<file path="config.mk">
export PLATFORM = sky130hd
export DESIGN_NAME = hz_detect_unit
export DESIGN_NICKNAME = d
export VERILOG_FILES = /design/src/rtl/hz_pkg.sv /design/src/rtl/hz_src_match.sv /design/src/rtl/hz_pred_lock.sv /design/src/rtl/hz_detect_unit.sv
export SDC_FILE = /design/constraint.sdc
export NUM_CORES = 1
export LEC_CHECK = 0
export ABC_AREA = 0
export CORE_MARGIN = 3
export CORE_UTILIZATION = 30
export DETAILED_ROUTE_END_ITERATION = 10
export PLACE_DENSITY_LB_ADDON = 0.12
export REMOVE_ABC_BUFFERS = 1
export SETUP_SLACK_MARGIN = 0.1
export SKIP_LAST_GASP = 1
export SLEW_MARGIN = 10
export SYNTH_ARGS = -nofsm -noshare
export SYNTH_HDL_FRONTEND = slang
export SYNTH_SLANG_ARGS = --single-unit
</file>
<file path="constraint.sdc">
create_clock -name vclk -period 2.6
set_clock_uncertainty 0.1 [all_clocks]
set_input_delay 0.78 -clock vclk [all_inputs]
set_output_delay 0.78 -clock vclk [all_outputs]
set_load 0.05 [all_outputs]
</file>
<file path="src/rtl/hz_pkg.sv">
// Package hz_pkg
// Shared constants and types of the hazard detection unit.
// Assumes a fixed five-stage pipe whose stages 3, 4 and 5 may hold
// results that the register file does not have yet.
package hz_pkg;

    // Number of older stages that are compared with the read stage (3, 4, 5)
    localparam int unsigned NCHK = 3;

    // Operand source choice; the value equals (stage number - 2) for bypasses
    typedef enum logic [1:0] {
        BYP_RF  = 2'd0,
        BYP_EX  = 2'd1,
        BYP_MEM = 2'd2,
        BYP_WB  = 2'd3
    } byp_sel_e;

endpackage

</file>
<file path="src/rtl/hz_src_match.sv">
// Module hz_src_match
// Resolves one source operand: it compares the index with each older
// stage's destination and picks the youngest active producer.
// Assumes wr_act is already qualified by write-enable and predicate.
module hz_src_match
    import hz_pkg::*;
#(
    parameter int unsigned RAW = 5
) (
    input  logic                 clk,
    input  logic                 rst_n,
    input  logic [RAW-1:0]       src_idx,
    input  logic                 src_use,
    input  logic [NCHK*RAW-1:0]  dst_idx,
    input  logic [NCHK-1:0]      wr_act,
    output byp_sel_e             sel
);

    logic [NCHK-1:0] hit;

    // Per-stage index comparison, gated by operand use and writer activity
    generate
        for (genvar s = 0; s < NCHK; s++) begin : g_cmp
            assign hit[s] = src_use && wr_act[s] &&
                            (dst_idx[s*RAW +: RAW] == src_idx);
        end
    endgenerate

    // Priority pick: scan from the oldest stage, so the youngest hit wins
    always_comb begin
        sel = BYP_RF;
        for (int i = NCHK - 1; i >= 0; i--) begin
            if (hit[i]) sel = byp_sel_e'(i + 1);
        end
    end

    AST_YOUNGEST_WINS: assert property (@(posedge clk) disable iff (!rst_n)
        (src_use && wr_act[0] && dst_idx[RAW-1:0] == src_idx) |-> sel == BYP_EX);
    AST_NO_WRITER_RF: assert property (@(posedge clk) disable iff (!rst_n)
        (wr_act == '0 || !src_use) |-> sel == BYP_RF);
    AST_BYP_HAS_WRITER: assert property (@(posedge clk) disable iff (!rst_n)
        (sel != BYP_RF) |-> wr_act[sel - 1]);

endmodule

</file>
<file path="src/rtl/hz_pred_lock.sv">
// Module hz_pred_lock
// Predicate interlock: it flags a read-stage jump whose predicate is
// still to be written by an active compare in stages 3 to 5.
// Assumes the predicate file has no forwarding path and is up to date
// once the compare has left stage 5.
module hz_pred_lock
    import hz_pkg::*;
#(
    parameter int unsigned PAW = 3
) (
    input  logic                 clk,
    input  logic                 rst_n,
    input  logic                 jmp,
    input  logic [PAW-1:0]       jmp_pidx,
    input  logic [NCHK-1:0]      cmp_act,
    input  logic [NCHK*PAW-1:0]  cmp_pidx,
    output logic                 lock
);

    logic [NCHK-1:0] pend;

    // Per-stage check for a compare that writes the jump's predicate
    generate
        for (genvar s = 0; s < NCHK; s++) begin : g_pend
            assign pend[s] = cmp_act[s] && (cmp_pidx[s*PAW +: PAW] == jmp_pidx);
        end
    endgenerate

    // Lock when the read stage holds a jump and any matching compare is in flight
    always_comb begin
        lock = jmp && (|pend);
    end

    AST_LOCK_NEEDS_JMP: assert property (@(posedge clk) disable iff (!rst_n)
        lock |-> jmp);
    AST_LOCK_NEEDS_CMP: assert property (@(posedge clk) disable iff (!rst_n)
        lock |-> (|cmp_act));

endmodule

</file>
<file path="src/rtl/hz_detect_unit.sv">
// Module hz_detect_unit
// Top of the hazard detection unit. It forms the active-writer masks of
// stages 3 to 5, resolves one bypass select per source operand and
// raises stall/bubble for predicate hazards on jumps.
// Assumes stage-5 writes land at the clock edge that ends stage 5.
module hz_detect_unit
    import hz_pkg::*;
#(
    parameter int unsigned NSRC = 2,
    parameter int unsigned RAW  = 5,
    parameter int unsigned PAW  = 3
) (
    input  logic                  clk,
    input  logic                  rst_n,
    input  logic [NSRC*RAW-1:0]   rd_src_idx,
    input  logic [NSRC-1:0]       rd_src_use,
    input  logic                  rd_is_jmp,
    input  logic [PAW-1:0]        rd_jmp_pidx,
    input  logic [NCHK*RAW-1:0]   old_dst_idx,
    input  logic [NCHK-1:0]       old_wr_en,
    input  logic [NCHK-1:0]       old_pred_ok,
    input  logic [NCHK-1:0]       old_is_cmp,
    input  logic [NCHK*PAW-1:0]   old_cmp_pidx,
    output logic [NSRC*2-1:0]     byp_sel,
    output logic                  stall,
    output logic                  bubble
);

    logic [NCHK-1:0] wr_act;
    logic [NCHK-1:0] cmp_act;
    logic            lock;

    // Qualify older stages: a squashed instruction neither writes nor compares
    always_comb begin
        wr_act  = old_wr_en  & old_pred_ok;
        cmp_act = old_is_cmp & old_pred_ok;
    end

    // One resolver per source operand
    generate
        for (genvar k = 0; k < NSRC; k++) begin : g_src
            byp_sel_e sel_k;
            hz_src_match #(.RAW(RAW)) u_match (
                .clk     (clk),
                .rst_n   (rst_n),
                .src_idx (rd_src_idx[k*RAW +: RAW]),
                .src_use (rd_src_use[k]),
                .dst_idx (old_dst_idx),
                .wr_act  (wr_act),
                .sel     (sel_k)
            );
            assign byp_sel[k*2 +: 2] = sel_k;
        end
    endgenerate

    hz_pred_lock #(.PAW(PAW)) u_lock (
        .clk      (clk),
        .rst_n    (rst_n),
        .jmp      (rd_is_jmp),
        .jmp_pidx (rd_jmp_pidx),
        .cmp_act  (cmp_act),
        .cmp_pidx (old_cmp_pidx),
        .lock     (lock)
    );

    // Stall freezes stages 1-2; bubble empties stage 3 in the same cycle
    always_comb begin
        stall  = lock;
        bubble = lock;
    end

    AST_BUBBLE_EQ_STALL: assert property (@(posedge clk) disable iff (!rst_n)
        bubble == stall);
    AST_NO_REG_STALL: assert property (@(posedge clk) disable iff (!rst_n)
        !rd_is_jmp |-> !stall);
    AST_LOCK_HELD: assert property (@(posedge clk) disable iff (!rst_n)
        ($past(stall) && rd_is_jmp && $stable(rd_jmp_pidx) && $stable(old_is_cmp)
         && $stable(old_cmp_pidx) && $stable(old_pred_ok)) |-> stall);

endmodule

</file>
**After elaboration in Yosys (flattened, before gate mapping)**

Cells that the tools add are included.

- Bits of input ports: 51
- Register bits: 0
- Logic and storage cells: 34

- Eq/ne operators: 9
- Bitwise operators: 2
- Muxes and demuxes: 6
- Reductions and logical operators: 17

Operators by type and width:

| operator | count |
|---|---|
| equality test 5 bit | 6 |
| logical AND 1 bit | 16 |
| two-way mux 2 bit | 6 |
| equality test 3 bit | 3 |
| bitwise AND 3 bit | 2 |
| OR reduction 3 bit | 1 |

**Depth between registers and ports, before layout**

Gate-level depths: netlist of the first run.

- Depth after elaboration: 6
- Gate-level depth with buffers: 5
- Gate-level depth less buffers: 4

**By module**

Synthesis of the first run repeated with hierarchy kept, for this count alone.

- Cell total of the unflattened synthesis: 71
- Area total of the unflattened synthesis: 530.5 um^2

Modules (own cells, without submodules):

| module | sequential area each (um^2) | cells an instance | area each (um^2) | times used |
|---|---|---|---|---|
| hz_src_match | 0.0 | 25 | 188.9 | 2 |
| hz_pred_lock | 0.0 | 14 | 107.6 | 1 |
| hz_detect_unit | 0.0 | 7 | 45.0 | 1 |

**Worst setup path before layout of the first run**

No wires, ideal clock.

- Kind: input-to-output
- Start point: input rd_src_idx[8]
- End point: output byp_sel[2]
- Cell stages on the path: 4
- Setup slack: -0.374 ns
- Arrival: 2.094 ns
- Required time: 1.720 ns
- Path through: xor2_1 > nor4_2 > nand4_1 > o22ai_1

- Word-level cells in the longest chain between the ends: 5

Ends and longest elaborated chain:

| item | line | RTL |
|---|---|---|
| start: declaration | hz_detect_unit.sv:15 | `input logic [NSRC*RAW-1:0] rd_src_idx,` |
| equality test 5 bit | hz_src_match.sv:25 | `(dst_idx[s*RAW +: RAW] == src_idx);` |
| logical AND 1 bit | hz_src_match.sv:24 | `assign hit[s] = src_use && wr_act[s] &&` |
| two-way mux 2 bit (2 in a row) | hz_src_match.sv:33 | `if (hit[i]) sel = byp_sel_e'(i + 1);` |
| two-way mux 2 bit (*) | hz_src_match.sv:33 |  |
| end: declaration | hz_detect_unit.sv:24 | `output logic [NSRC*2-1:0] byp_sel,` |

Mark *: on every way between the ends. The rest lies on a longest branch, timed or not.

**Worst setup path after layout of the first run**

- Start point: input rd_src_idx[2]
- End point: output byp_sel[1]

Same word-level chain as after synthesis.

==> results of run 1 <==
tightest hold or removal path, stage by stage:
cell,delay [ps]
buf_8,80
xor2_2,130
nor4_2,60
nand4_1,110
o22ai_2,90
buf_12,150
how the worst max path moves through the flow:
stage / from / endpoint / slack (ps) / depth (start not counted)
finish: rd_src_idx[2] / byp_sel[1] / -210 / 6
global route: rd_src_idx[2] / byp_sel[1] / -260 / 7
CTS: old_dst_idx[12] / byp_sel[3] / -200 / 6
detailed placement: rd_src_idx[8] / byp_sel[2] / -620 / 6
global placement: rd_src_idx[3] / byp_sel[1] / -570 / 6
floorplan: rd_src_idx[8] / byp_sel[2] / -370 / 4
cells in the mapped netlist:
master | count | area (sq um)
buf_4 | 1 | 7.510
and2_1 | 1 | 6.260
xnor2_1 | 23 | 201.4
o31a_1 | 1 | 8.760
xor2_1 | 16 | 140.1
o22ai_1 | 2 | 12.51
nand3_1 | 5 | 25.02
nand4_1 | 8 | 50.05
and4_1 | 2 | 17.52
nor3_1 | 5 | 25.02
nor4_2 | 2 | 25.02
o22a_1 | 2 | 17.52
per-layer routing:
| metal | share of wire (%) | up-vias |
|---|---|---|
| met2 | 57 | 33 |
| met4 | 1.6 | 0 |
| met3 | 5.0 | 4 |
| met1 | 37 | 363 |
| li1 | - | 379 |
| met5 | 0 | - |
what timing repair did:
action,4_1_cts,5_1_grt
pin swaps,31,21
endpoints found under the hold margin,0,0
resized for setup,135,29
setup buffers,1,1
endpoints found under the setup margin,6,6
cell type report:
class | count | area (sq um)
fill | 92 | 256.5
timing repair buffer | 70 | 635.6
multi-input combinational | 67 | 671.9
tap | 24 | 30.03
stage by stage:
step	instance area (sq um)	setup WS, ps	utilization, %	TNS [ps]
2_1_floorplan	529.3	-373.6	-	-1386
3_3_place_gp	1267	-573.8	79.51	-3085
3_5_place_dp	1267	-620.3	79.51	-3286
4_1_cts	1326	-204.1	83.20	-791.7
5_1_grt	1338	-263.8	83.91	-1165
6_report	1338	-206.9	83.91	-801.5
logic make-up after synthesis:
kind of cell           count (synthesis)  share of synthesized area [%]
AO/OA/AOI/OAI                          5                          7.227
buffers and inverters                  1                          1.399
XOR/XNOR                              39                          63.63
AND/OR/NAND/NOR                       23                          27.74
power by group through the flow:
stage / clock network [W] / registers [W] / logic, W
2_1_floorplan: 0 / 0 / 0.0000663
3_3_place_gp: 0 / 0 / 0.000190
3_5_place_dp: 0 / 0 / 0.000194
4_1_cts: 0 / 0 / 0.000194
5_1_grt: 0 / 0 / 0.000216
6_report: 0 / 0 / 0.000201
==> impl_metrics.ini, run 1 <==
[outcome]
status = complete, but fails checks
failed_checks = setup timing

[layout]
final_common_cell = xnor2_1
seq_cells = 0
drive_gt1_share_pct = 52.55
num_antenna_cells = 0
area.sequential_sq_um = 0
fin_cells = 161
syn_to_final_growth_pct = 149.2
nClkBuffers = 0
mostFrequentLayoutCells = 16 x xnor2_1, 15 x dlygate4sd2_1, 15 x buf_4, 11 x buf_2, 10 x xor2_1
nets = 190

[synthesis]
ys_seq_area_share_pct = 0
avgSynthCellArea_sq_um = 7.894
ys_types = 12
synth_warnings = 0
synthCells = 68
synth_area_sq_um = 536.8

[critical_path]
critPathCaptureType = output pin
cp_cell_sequence = buf_8 -> xor2_2 -> nor4_2 -> and4_1 -> o22a_1 -> buf_12
path_max_fanout = 2
slowest_stage = nor4_2
critPathMaxStageDelay_ps = 310
critPathBufInv = 2
path_class = in -> out
crit_arrival_ps = 1930
crit_family = simple AND/OR/NAND/NOR gates
required_ps = 1720
setup.worst_path.start_class = input port

[min_path]
worstHoldPathCells = 6
hp-class = in -> out
hp-start = old_dst_idx[12]
whs_endpoint = byp_sel[2]

[global_routing]
use_met2_pct = 40.83
grt_pass1_vias = 841
gr-usage-all-layers_pct = 19.74
grt-ovfl-total = 0
antenna_found_initial = 0
use_met3_pct = 2.761
top_usage_layer = met2
use_met1_pct = 20.37
grt_pass1_wl_mm = 3.746
grt_max_degree = 5

[detailed_routing]
postRouteWirelength_mm = 2.474
dr.pass1.iters = 3
post-route-drc-count = 0
drtAntennaViolNets = 0
num_vias = 779
vias_per_cell = 4.839
wire_per_inst_um = 15.37
drt_iter0_markers = 1

[sta]
period_needed_ps = 2807
finalSetupViolCount = 6
finalHoldViolCount = 0
fin_crit_sh_pct = 108.0
rsz0062_at_grt = yes
fmax_ghz = 0.3563
drv_slew = 0
worst_slack_ps = -206.9
holdWs_ps = 2091
slew_headroom_pct = 82.34
worst_pin_slew_ps = 262.7

[power_and_ir_drop]
p_sw_w = 0.00008714
power_frac_comb_pct = 100.0
ir_drop_v = 0.0001081
power_density_nw_per_um2 = 150.6
seqPwrFrac_pct = 0
p_int_w = 0.0001142
switching_share_pct = 43.27
leakagePower_nw = 0.5766
clock_power_share_pct = 0
power_w = 0.0002014

[cts]
cts_hold_buf = 0

[die]
rows = 14
die_x_um = 48.30
core_sq_um = 1594
start_util_pct = 33.67
die_h_um = 48.30
dieArea_sq_um = 2333
pin_count = 57

[flow_run]
maxCapViolCount = 0

[place]
io_buffers = 55
hpwlAfterDp_mm = 1.944
dp.cells = 159
gp_congestion = 0.8791
(Power assumes the default switching activity.)
==> run 2: changes to the inputs <==
==> constraint.sdc (replaced) <==
create_clock -name vclk -period 2.6
set_clock_uncertainty 0.1 [all_clocks]
set_input_delay 0.52 -clock vclk [all_inputs]
set_output_delay 0.52 -clock vclk [all_outputs]
set_load 0.05 [all_outputs]
==> impl_metrics.ini, run 2 (synthesized netlist as in run 1, its figures left out) <==
[die]
die_h_um = 48.30
die_x_um = 48.30
dieArea_sq_um = 2333
core_sq_um = 1594
rows = 14
pin_count = 57
start_util_pct = 33.67

[power_and_ir_drop]
power_frac_comb_pct = 100.0
p_int_w = 0.0001108
seqPwrFrac_pct = 0
switching_share_pct = 40.65
clock_power_share_pct = 0
ir_drop_v = 0.00008559
power_density_nw_per_um2 = 145.2
leakagePower_nw = 0.5432
p_sw_w = 0.00007587

[sta]
worst_pin_slew_ps = 300.1
period_needed_ps = 2446
holdWs_ps = 1597
rsz0062_at_grt = yes
finalHoldViolCount = 0
finalSetupViolCount = 0
fin_crit_sh_pct = 94.09
drv_slew = 0
fmax_ghz = 0.4088
slew_headroom_pct = 79.83
setup_tns_ps = 0

[critical_path]
cp-startpoint = rd_src_idx[4]
crit_family = simple AND/OR/NAND/NOR gates
crit_arrival_ps = 1830
setup.worst_path.start_class = input port
path_class = in -> out
cp_cell_sequence = dlygate4sd2_1 -> xor2_1 -> nor4_2 -> and4_1 -> o22a_1 -> buf_12
required_ps = 1980
critPathCaptureType = output pin
path_max_fanout = 3
critPathBufInv = 2
slowest_stage = nor4_2
critPathMaxStageDelay_ps = 300

[min_path]
hp-start = old_dst_idx[1]
worstHoldPathCells = 5
whs_endpoint = byp_sel[2]
hp-class = in -> out

[global_routing]
antenna_found_initial = 0
grt-ovfl-total = 0
grt_max_degree = 5
grt_pass1_wl_mm = 3.429
gr-usage-all-layers_pct = 17.68
grt_pass1_vias = 785

[cts]
cts_hold_buf = 0
post_cts_buffers = 0

[flow_run]
maxCapViolCount = 0

[layout]
nets = 183
area.sequential_sq_um = 0
num_antenna_cells = 0
nClkBuffers = 0
fin_area_sq_um = 1285
drive_gt1_share_pct = 20.00
syn_to_final_growth_pct = 139.4
final_common_cell = clkdlybuf4s50_1
fin_util_pct = 80.61
seq_cells = 0
mostFrequentLayoutCells = 25 x clkdlybuf4s50_1, 21 x xnor2_1, 15 x xor2_1, 9 x dlymetal6s2s_1

[outcome]
status = finished clean

[detailed_routing]
drtAntennaViolNets = 0
postRouteWirelength_mm = 2.215
vias_per_cell = 4.877
post-route-drc-count = 0
num_vias = 751
dr.pass1.iters = 2
wire_per_inst_um = 14.38
drt_iter0_markers = 3

[place]
gp_congestion = 0.8445
place_area_sq_um = 1230
hpwlAfterDp_mm = 1.948
io_buffers = 55
-- run 2: power by group through the flow --
| stage | Sequential, W | Combinational [W] | Clock (W) |
|---|---|---|---|
| 2_1_floorplan | 0 | 0.0000663 | 0 |
| 3_3_place_gp | 0 | 0.000184 | 0 |
| 3_5_place_dp | 0 | 0.000189 | 0 |
| 4_1_cts | 0 | 0.000184 | 0 |
| 5_1_grt | 0 | 0.000199 | 0 |
| 6_report | 0 | 0.000187 | 0 |
-- run 2: final cells by class --
class | count | area, sq um
Fill cell | 102 | 309.0
Multi-Input combinational cell | 67 | 579.3
Tap cell | 24 | 30.03
Timing Repair Buffer | 63 | 675.6
-- run 2: per-layer routing --
metal	vias to the layer above	share of wire [%]	track usage, %
met5	-	0	0
met4	0	0	0
met3	0	5.6	2.454
met2	27	56	36.47
met1	349	38	20.00
li1	375	-	-
-- run 2: repair_timing --
item,in CTS,in global routing
resized for setup,21,22
pin swaps,11,15
endpoints found under the setup margin,6,6
-- run 2: worst max path at each step --
| stage | cells past startpoint | end | slack [ps] |
|---|---|---|---|
| 5_1_grt | 6 | stall | 90 |
| 4_1_cts | 6 | byp_sel[1] | 100 |
| 3_5_place_dp | 6 | byp_sel[2] | -100 |
| 2_1_floorplan | 4 | byp_sel[2] | 150 |
| 3_3_place_gp | 6 | byp_sel[1] | -60 |
| 6_report | 6 | byp_sel[1] | 150 |
-- run 2: through the flow --
| step | setup WS, ps | std cells | total power [W] |
|---|---|---|---|
| finish | 153.8 | 154 | 0.0001866 |
| CTS | 101.2 | 154 | 0.0001838 |
| floorplan | 146.4 | 67 | 0.00006630 |
| global placement | -55.35 | 154 | 0.0001843 |
| global route | 87.43 | 154 | 0.0001991 |
| detailed placement | -104.8 | 154 | 0.0001893 |
==> run 3: changes to the inputs <==
--- a/config.mk
+++ b/config.mk
@@ -6,6 +6,7 @@
 export NUM_CORES = 1
 export LEC_CHECK = 0
 export ABC_AREA = 0
+export CAP_MARGIN = 10
 export CORE_MARGIN = 3
 export CORE_UTILIZATION = 30
 export DETAILED_ROUTE_END_ITERATION = 10
==> results of run 3 <==
Final layout, timing and power as in run 2 (identical DEF).
